<file path="src/rtl/rev_pkg.sv">
package rev_pkg;
  // Which store is currently collecting samples.
  typedef enum logic {
    WR_BUF0 = 1'b0,
    WR_BUF1 = 1'b1
  } wr_sel_e;
endpackage

</file>
<file path="src/rtl/rev_lifo_buf.sv">
module rev_lifo_buf #(
  parameter int W     = 16,
  parameter int DEPTH = 16,
  localparam int CW   = $clog2(DEPTH + 1),
  localparam int AW   = $clog2(DEPTH)
) (
  input  logic         clk,
  input  logic         rst_n,
  input  logic         push,
  input  logic         pop,
  input  logic         clear,
  input  logic [W-1:0] din,
  output logic [W-1:0] top,
  output logic         full
);
  logic [W-1:0]  mem [DEPTH];
  logic [CW-1:0] count;
  logic [CW-1:0] cnt_m1;

  assign full   = (count == CW'(DEPTH));
  assign cnt_m1 = count - CW'(1);
  assign top    = (count == '0) ? '0 : mem[cnt_m1[AW-1:0]];

  always_ff @(posedge clk or negedge rst_n) begin
    if (!rst_n)                  count <= '0;
    else if (clear)              count <= '0;
    else if (push && !full)      count <= count + CW'(1);
    else if (pop && count != '0) count <= cnt_m1;
  end

  always_ff @(posedge clk) begin
    if (push && !full) mem[count[AW-1:0]] <= din;
  end

  // A store is either the writer or the reader, never both
  p_one_role_r3: assert property (@(posedge clk) disable iff (!rst_n) !(push && pop));
  p_depth_bound_r6: assert property (@(posedge clk) disable iff (!rst_n) count <= CW'(DEPTH));
  p_drop_keeps_r6: assert property (@(posedge clk) disable iff (!rst_n)
    (push && full && !clear) |=> (count == CW'(DEPTH)));
  p_clear_empties_r3: assert property (@(posedge clk) disable iff (!rst_n) clear |=> (count == '0));
  p_idle_hold_r2: assert property (@(posedge clk) disable iff (!rst_n)
    (!push && !pop && !clear) |=> $stable(count));
endmodule

</file>
<file path="src/rtl/rev_delay_line.sv">
module rev_delay_line #(
  parameter int W       = 16,
  parameter int MAX_LEN = 16,
  localparam int LW     = $clog2(MAX_LEN)
) (
  input  logic          clk,
  input  logic          rst_n,
  input  logic          shift,
  input  logic [W-1:0]  din,
  input  logic [LW-1:0] len_sel,
  output logic [W-1:0]  dout
);
  logic [W-1:0]  taps [MAX_LEN];
  logic [LW-1:0] tap_idx;

  generate
    for (genvar i = 0; i < MAX_LEN; i++) begin : g_tap
      always_ff @(posedge clk or negedge rst_n) begin
        if (!rst_n)     taps[i] <= '0;
        else if (shift) taps[i] <= (i == 0) ? din : taps[(i == 0) ? 0 : i - 1];
      end
    end
  endgenerate

  // len_sel of 0 selects the full length
  assign tap_idx = (len_sel == '0) ? LW'(MAX_LEN - 1) : len_sel - LW'(1);
  assign dout    = taps[tap_idx];

  p_tap_entry_r7: assert property (@(posedge clk) disable iff (!rst_n)
    shift |=> (taps[0] == $past(din)));
  p_tail_freeze_r2: assert property (@(posedge clk) disable iff (!rst_n)
    !shift |=> $stable(taps[MAX_LEN-1]));
endmodule

</file>
<file path="src/rtl/sample_reverser.sv">
module sample_reverser
  import rev_pkg::*;
#(
  parameter int W     = 16,
  parameter int DEPTH = 16,
  localparam int LW   = $clog2(DEPTH)
) (
  input  logic          clk,
  input  logic          rst_n,
  input  logic [W-1:0]  sample_in,
  input  logic          xfer_n,
  input  logic          shift_n,
  input  logic          reverse_off,
  input  logic [LW-1:0] dec_len,
  output logic [W-1:0]  sample_out,
  output logic          overflow
);
  logic         shift_en, swap;
  wr_sel_e      wr_sel;
  logic [W-1:0] top_v  [2];
  logic         full_v [2];
  logic [W-1:0] rd_top, rev_q, dly_out;
  logic         wr_full, drop, ovf_q;

  assign shift_en = ~shift_n;
  assign swap     = shift_en & ~xfer_n;

  generate
    for (genvar g = 0; g < 2; g++) begin : g_store
      localparam wr_sel_e MINE = (g == 0) ? WR_BUF0 : WR_BUF1;
      logic is_wr;
      assign is_wr = (wr_sel == MINE);
      rev_lifo_buf #(.W(W), .DEPTH(DEPTH)) u_buf (
        .clk  (clk),
        .rst_n(rst_n),
        .push (shift_en & is_wr),
        .pop  (shift_en & ~is_wr),
        .clear(swap & ~is_wr),
        .din  (sample_in),
        .top  (top_v[g]),
        .full (full_v[g])
      );
    end
  endgenerate

  assign rd_top  = (wr_sel == WR_BUF0) ? top_v[1] : top_v[0];
  assign wr_full = (wr_sel == WR_BUF0) ? full_v[0] : full_v[1];
  assign drop    = shift_en & wr_full;

  always_ff @(posedge clk or negedge rst_n) begin
    if (!rst_n) begin
      wr_sel <= WR_BUF0;
      rev_q  <= '0;
      ovf_q  <= 1'b0;
    end else if (shift_en) begin
      rev_q <= rd_top;
      if (swap) wr_sel <= (wr_sel == WR_BUF0) ? WR_BUF1 : WR_BUF0;
      if (drop)      ovf_q <= 1'b1;
      else if (swap) ovf_q <= 1'b0;
    end
  end

  rev_delay_line #(.W(W), .MAX_LEN(DEPTH)) u_delay (
    .clk    (clk),
    .rst_n  (rst_n),
    .shift  (shift_en),
    .din    (sample_in),
    .len_sel(dec_len),
    .dout   (dly_out)
  );

  assign sample_out = reverse_off ? dly_out : rev_q;
  assign overflow   = ovf_q & ~reverse_off;

  p_swap_toggles_r3: assert property (@(posedge clk) disable iff (!rst_n)
    swap |=> (wr_sel != $past(wr_sel)));
  p_no_swap_r3: assert property (@(posedge clk) disable iff (!rst_n) !swap |=> $stable(wr_sel));
  p_hold_out_r2: assert property (@(posedge clk) disable iff (!rst_n)
    shift_n |=> ($stable(rev_q) && $stable(ovf_q)));
  p_no_overflow_r6: assert property (@(posedge clk) disable iff (!rst_n)
    (swap && !wr_full) |=> !ovf_q);
  p_drop_flags_r6: assert property (@(posedge clk) disable iff (!rst_n) drop |=> ovf_q);
  p_bypass_quiet_r8: assert property (@(posedge clk) disable iff (!rst_n)
    reverse_off |-> !overflow);
endmodule

</file>
<file path="config.mk">
export PLATFORM = sky130hd
export DESIGN_NAME = sample_reverser
export DESIGN_NICKNAME = d
export VERILOG_FILES = /design/src/rtl/rev_pkg.sv /design/src/rtl/rev_lifo_buf.sv /design/src/rtl/rev_delay_line.sv /design/src/rtl/sample_reverser.sv
export SDC_FILE = /design/constraint.sdc
export NUM_CORES = 1
export LEC_CHECK = 0
export BUFFER_PORTS_ARGS = -buffer_cell sky130_fd_sc_hd__clkbuf_2
export CORE_ASPECT_RATIO = 0.5
export CORE_MARGIN = 4
export CORE_UTILIZATION = 55
export CTS_BUF_LIST = sky130_fd_sc_hd__clkbuf_8
export DETAILED_ROUTE_END_ITERATION = 8
export PLACE_DENSITY = 0.74
export SYNTH_ARGS = -nofsm -noshare
export SYNTH_HDL_FRONTEND = slang
export SYNTH_SLANG_ARGS = --single-unit
</file>
<file path="constraint.sdc">
create_clock -name clk -period 4.9 [get_ports clk]
set_input_delay 0.98 -clock clk [delete_from_list [all_inputs] [get_ports clk]]
set_output_delay 0.98 -clock clk [all_outputs]
set_load 0.02 [all_outputs]
</file>
# After elaboration in Yosys (flattened, before gate mapping)

Memories as Yosys holds them, arrays and structs flattened.
Cells that the tools add are included.

Bits of input ports: 25
Memories kept: 2
RAM bits: 512
Register bits after elaboration: 284

Memories:

| memory               | words | width | read ports | clocked after memory_dff | wr ports | line               | source |
|---|---|---|---|---|---|---|---|
| g_store[0].u_buf.mem | 16    | 16    | 1          | 0                        | 1        | rev_lifo_buf.sv:16 | `logic [W-1:0] mem [DEPTH];` |
| g_store[1].u_buf.mem | 16    | 16    | 1          | 0                        | 1        | rev_lifo_buf.sv:16 |  |

Equality and inequality tests: 2
$lt $le $gt $ge: 1
Reductions and logical operators: 16
Bitwise gates (word level): 12
$add $sub $neg: 5
Mux-type cells: 22

Operators with widths:

| kind                | count |
|---|---|
| $mux 16             | 6 |
| $bmux 16 s4         | 1 |
| $mux 5              | 6 |
| $add 5x1->5 const B | 2 |
| $eq 5x5->1 const B  | 2 |
| $logic_not 5->1     | 2 |
| $reduce_bool 5->1   | 2 |
| $sub 5x1->5 const B | 2 |
| $mux 1              | 8 |
| $and 1x1->1         | 7 |
| $reduce_bool 3->1   | 2 |
| $ge 5x5->1 const B  | 1 |
| $not 4->5           | 1 |
| $logic_and 1x1->1   | 4 |
| $logic_not 4->1     | 1 |
| $mux 4              | 1 |
| $not 1->1           | 4 |
| $reduce_and 2->1    | 2 |
| $sub 4x1->4 const B | 1 |
| $logic_not 1->1     | 2 |
| $reduce_bool 2->1   | 1 |

# Depth between registers and ports, before layout

Depth after elaboration: 7
Mapped depth: 11
Depth with buffers taken out: 7

# By module

Synthesis repeated with hierarchy kept, for this count alone.

Cell total of the unflattened synthesis: 1928
Area, all modules: 33744.9 um2

Modules (own cells, without submodules):

| module          | cells an instance | area each (um2) | instances | seq. area each (um2) |
|---|---|---|---|---|
| rev_lifo_buf    | 464               | 10304.9         | 2         | 7812.5 |
| rev_delay_line  | 899               | 12019.0         | 1         | 6406.1 |
| sample_reverser | 101               | 1116.1          | 1         | 450.4 |

# Least setup slack after synthesis

Ideal clock, no wire load.

Kind: input to output
Start point: input port dec_len[0]
End point: output port sample_out[10]
Buffers on the path: 4
Required time: 3.920 ns
Arrival: 3.366 ns
Cell stages on the path: 10
Slack: 0.554 ns
Cells stage by stage: buf_2 > buf_2 > inv_1 > ha_1 > clkbuf_1 > clkbuf_1 > mux4_2 > mux2i_1 > mux2i_1 > mux2_2

Word-level cells in the longest chain between the ends: 7
Elaborated cells on any way between the ends: 8
Classes of those cells: add/sub: 1; mux: 5; bitwise: 1; reduce/logical: 1

Ends and longest elaborated chain:

| element                                         | line                  | source |
|---|---|---|
| from (decl)                                     | sample_reverser.sv:14 | `input logic [LW-1:0] dec_len,` |
| $sub 4x1->4 or $logic_not 4->1 (tied branches)  | rev_delay_line.sv:26  | `assign tap_idx = (len_sel == '0) ? LW'(MAX_LEN - 1) : len_sel - LW'(1);` |
| $mux 4 (*)                                      | rev_delay_line.sv:26  |  |
| $not 4->5 (not written as such) (*)             | rev_delay_line.sv:27  | `assign dout = taps[tap_idx];` |
| $bmux 16 s4 (*)                                 | rev_delay_line.sv:27  |  |
| $mux 16 (not written as such) (*) (2 in series) | rev_delay_line.sv:27  |  |
| $mux 16 (*)                                     | sample_reverser.sv:72 | `assign sample_out = reverse_off ? dly_out : rev_q;` |
| to (decl)                                       | sample_reverser.sv:15 | `output logic [W-1:0] sample_out,` |

Mark *: on every way between the ends. The rest lies on a longest branch, timed or not. The select of a mux whose other input is x is not followed.

# Worst setup path after layout

Ends and elaborated chain as after synthesis.

==> results.yml <==
clocking:
  cts_buffers: 107
  cts_tree: "done"
  htree_levels: 3
  post_cts_buffers: 0
  clk_latency_ns: 0.72
  clkTransAtPathRegs_ns: 0.06
  cts_root_buf: "clkbuf_8"
  clkSinkCount: 796
  ctsHoldBuffers: 0
  clockBufferDepth: 3
  post_cts_resized: 0
setup_path:
  crit_type: "in2out"
  worst_setup_path_start_kind: "input pin"
  startpoint: "dec_len[0]"
  path_cells: "buf_4 > inv_1 > ha_4 > o311a_2 > buf_4 > mux2i_1 > mux2i_1 > mux2_2 > clkbuf_2"
  crit_fanout: 17
  arrival_ns: 3.35
  worst_path_dominant_cell_family: "buffers and inverters"
  rr_worst_depth: 8
  cp-end-kind: "output port"
  crit_slowest_cell: "o311a_2"
  ff2ff_setup_slack_ns: 1.70
  crit_end: "sample_out[10]"
  r2r_end: "rev_q[12]"
  required_ns: 3.92
  critPathMaxStageDelay_ns: 0.57
  rr_startpoint: "g_store[0].u_buf.count[1]"
  path_buf_inv: 4
  cp.depth: 9
synthesis:
  synth-compound-area-share_pct: 3.79
  synth_flop_cell: "edfxtp_1"
  yosys.area.top_type: "edfxtp_1"
  syn_avg_cell_area_um2: 17.2
  synthSimpleGateAreaFrac_pct: 3.43
  syn-num-nets: 1950
  synth_cell_types: 53
  synth-seq-cells: 796
  synthArstFlopShare_pct: 35.7
  syn-instance-count: 1913
  synth_xor_area_share_pct: 0.372
  synth.area.mux_share_pct: 21.9
  yosysTopAreaCellShare_pct: 46.7
  synth_top_family_by_area: "multiplexers"
  yosys_warnings: 0
  synth_edf_count: 512
  synthAdderAreaFrac_pct: 0.456
  ys_top_cells_by_area: "edfxtp_1 47%, dfrtp_1 22%, mux2_2 9.3%, mux4_2 8.8%, mux2i_1 3.8%"
  yosysSeqAreaShare_pct: 68.3
  synth_area_um2: 32900
sta:
  tightest_slew_ns: 1.06
  slew_headroom_pct: 29.2
  finalSetupViolations: 0
  clock_skew_ns: 0.0551
  clock.fmax_ghz: 0.231
  tns_ns: 0
  fin_crit_ns: 4.33
  slew_viol_final: 0
  fin_crit_sh_pct: 88.3
  rsz0062_at_grt: "false"
  finalHoldViolCount: 0
  hold_ws_ns: 0.301
floorplanning:
  core_region_area_um2: 59200
  die_h_um: 181
  ioPinCount: 42
  fp.dieW_um: 354
  dieArea_um2: 64100
  start_util_pct: 55.6
  fp-row-count: 63
routing:
  wl_per_cell_um: 24.5
  drt_first_iter_violations: 2056
  vias_per_cell: 6.09
  antenna_left: 0
  dr.pass1.iters: 7
  num_vias: 17600
  totalWireLength_um: 70700
  drc: 0
power:
  power.leakage_nw: 13.2
  vdd_drop_max_uv: 316
  power_density_nw_per_um2: 584
  total_power_mw: 21.0
placement:
  dp_cells: 2694
  io_buffers: 41
  hpwl_um: 41100
  place.gp.congestion: 0.821
global_routing:
  gr-total-overflow: 0
  grt.total_usage_pct: 22.4
  grt_first_pass_wirelength_um: 109000
  grt_max_degree: 179
  first_global_vias: 17700
  antenna_found_initial: 4
finish:
  nNetsFinal: 2028
  drive_gt1_share_pct: 30.5
  fin_util_pct: 60.9
  area_growth_pct: 9.44
  stdcell_count: 2888
worst_hold_path:
  hold_class: "in2async"
status:
  outcome: "completed"
flow_run:
  drv_cap: 0
-- worst min path at each step --
stage	depth (start not counted)	slack (ns)	endpoint	from
finish	1	0.30	u_delay.taps[154]	rst_n
global route	1	0.34	u_delay.taps[122]	rst_n
CTS	1	0.31	u_delay.taps[122]	rst_n
detailed placement	1	0.49	u_delay.taps[14]	u_delay.taps[14]
global placement	1	0.49	u_delay.taps[7]	u_delay.taps[7]
floorplan	2	0.47	ovf_q	ovf_q
-- layout make-up --
cell class	instances	area, um^2
well taps	812	1020
repair buffers	88	618
inverters	10	37.5
diodes	2	5.00
multi-input cells	988	9890
flip-flops and latches	796	22500
clock inverters	78	403
clock buffers	114	1570
fillers	4269	23200
-- power by group --
| part | total [mW] | internal [mW] | switching (mW) |
|---|---|---|---|
| Combinational | 7.28 | 3.06 | 4.22 |
| Sequential | 9.09 | 8.29 | 0.795 |
| Clock | 4.66 | 2.26 | 2.40 |
-- routing by layer --
layer | up-vias | GRT usage (%) | part of all wire [%]
li1 | 7619 | - | -
met2 | 749 | 32.9 | 44
met4 | 0 | 5.69 | 2.1
met3 | 97 | 5.17 | 9.9
met5 | - | 0 | 0
met1 | 9114 | 34.3 | 44
-- metrics by stage --
stage / setup slack (ns) / area (um^2)
floorplan: 0.554 / 32900
global placement: 0.651 / 34000
detailed placement: 0.579 / 34000
CTS: 0.572 / 36000
global route: 0.474 / 36000
finish: 0.571 / 36000
-- cells in the final DEF, fill, tap and decap left out, types with 18 or more instances in the layout --
cell / instances
edfxtp_1: 512
dfrtp_1: 282
mux2_2: 272
nand2_1: 179
mux4_2: 128
mux2i_1: 125
clkbuf_8: 114
inv_1: 54
a32oi_1: 47
buf_4: 45
nor2_1: 40
a21oi_1: 40
clkbuf_2: 38
a221oi_1: 30
a31oi_1: 19
and2_1: 18
-- Yosys cell counts, types with 30 or more instances --
cell type / n
nand2_1: 179
clkbuf_1: 71
a221oi_1: 30
buf_2: 31
dfrtp_1: 284
a32oi_1: 47
mux2_2: 272
mux4_2: 128
nor2_1: 40
mux2i_1: 125
edfxtp_1: 512
a21oi_1: 40
-- registers in the layout (all words and copies together), names as in the netlist --
register	flops
g_store.is_wr	1
g_store.u_buf.count	10
g_store.u_buf.mem	512
rev_q	16
u_delay.taps	256
ovf_q	1
-- cell families (layout without fill, tap and decap cells) --
kind of cell | count (synthesis) | count (layout)
compound gates | 173 | 173
xor+xnor | 11 | 11
fa+ha+maj | 12 | 12
buf+inv | 129 | 290
flops | 796 | 796
mux | 525 | 525
other cells | 0 | 2
simple gates | 267 | 267
-- worst register-to-register path, cell delays in order, from the launching register on --
cell      delay [ns]
dfrtp_1         0.46
inv_1           0.16
ha_1            0.38
xor2_4          0.71
buf_4           0.46
mux2i_1         0.26
a221oi_1        0.11
a221oi_1        0.42
o21ai_1         0.11
No activity file was read; power rests on OpenSTA's default activity.
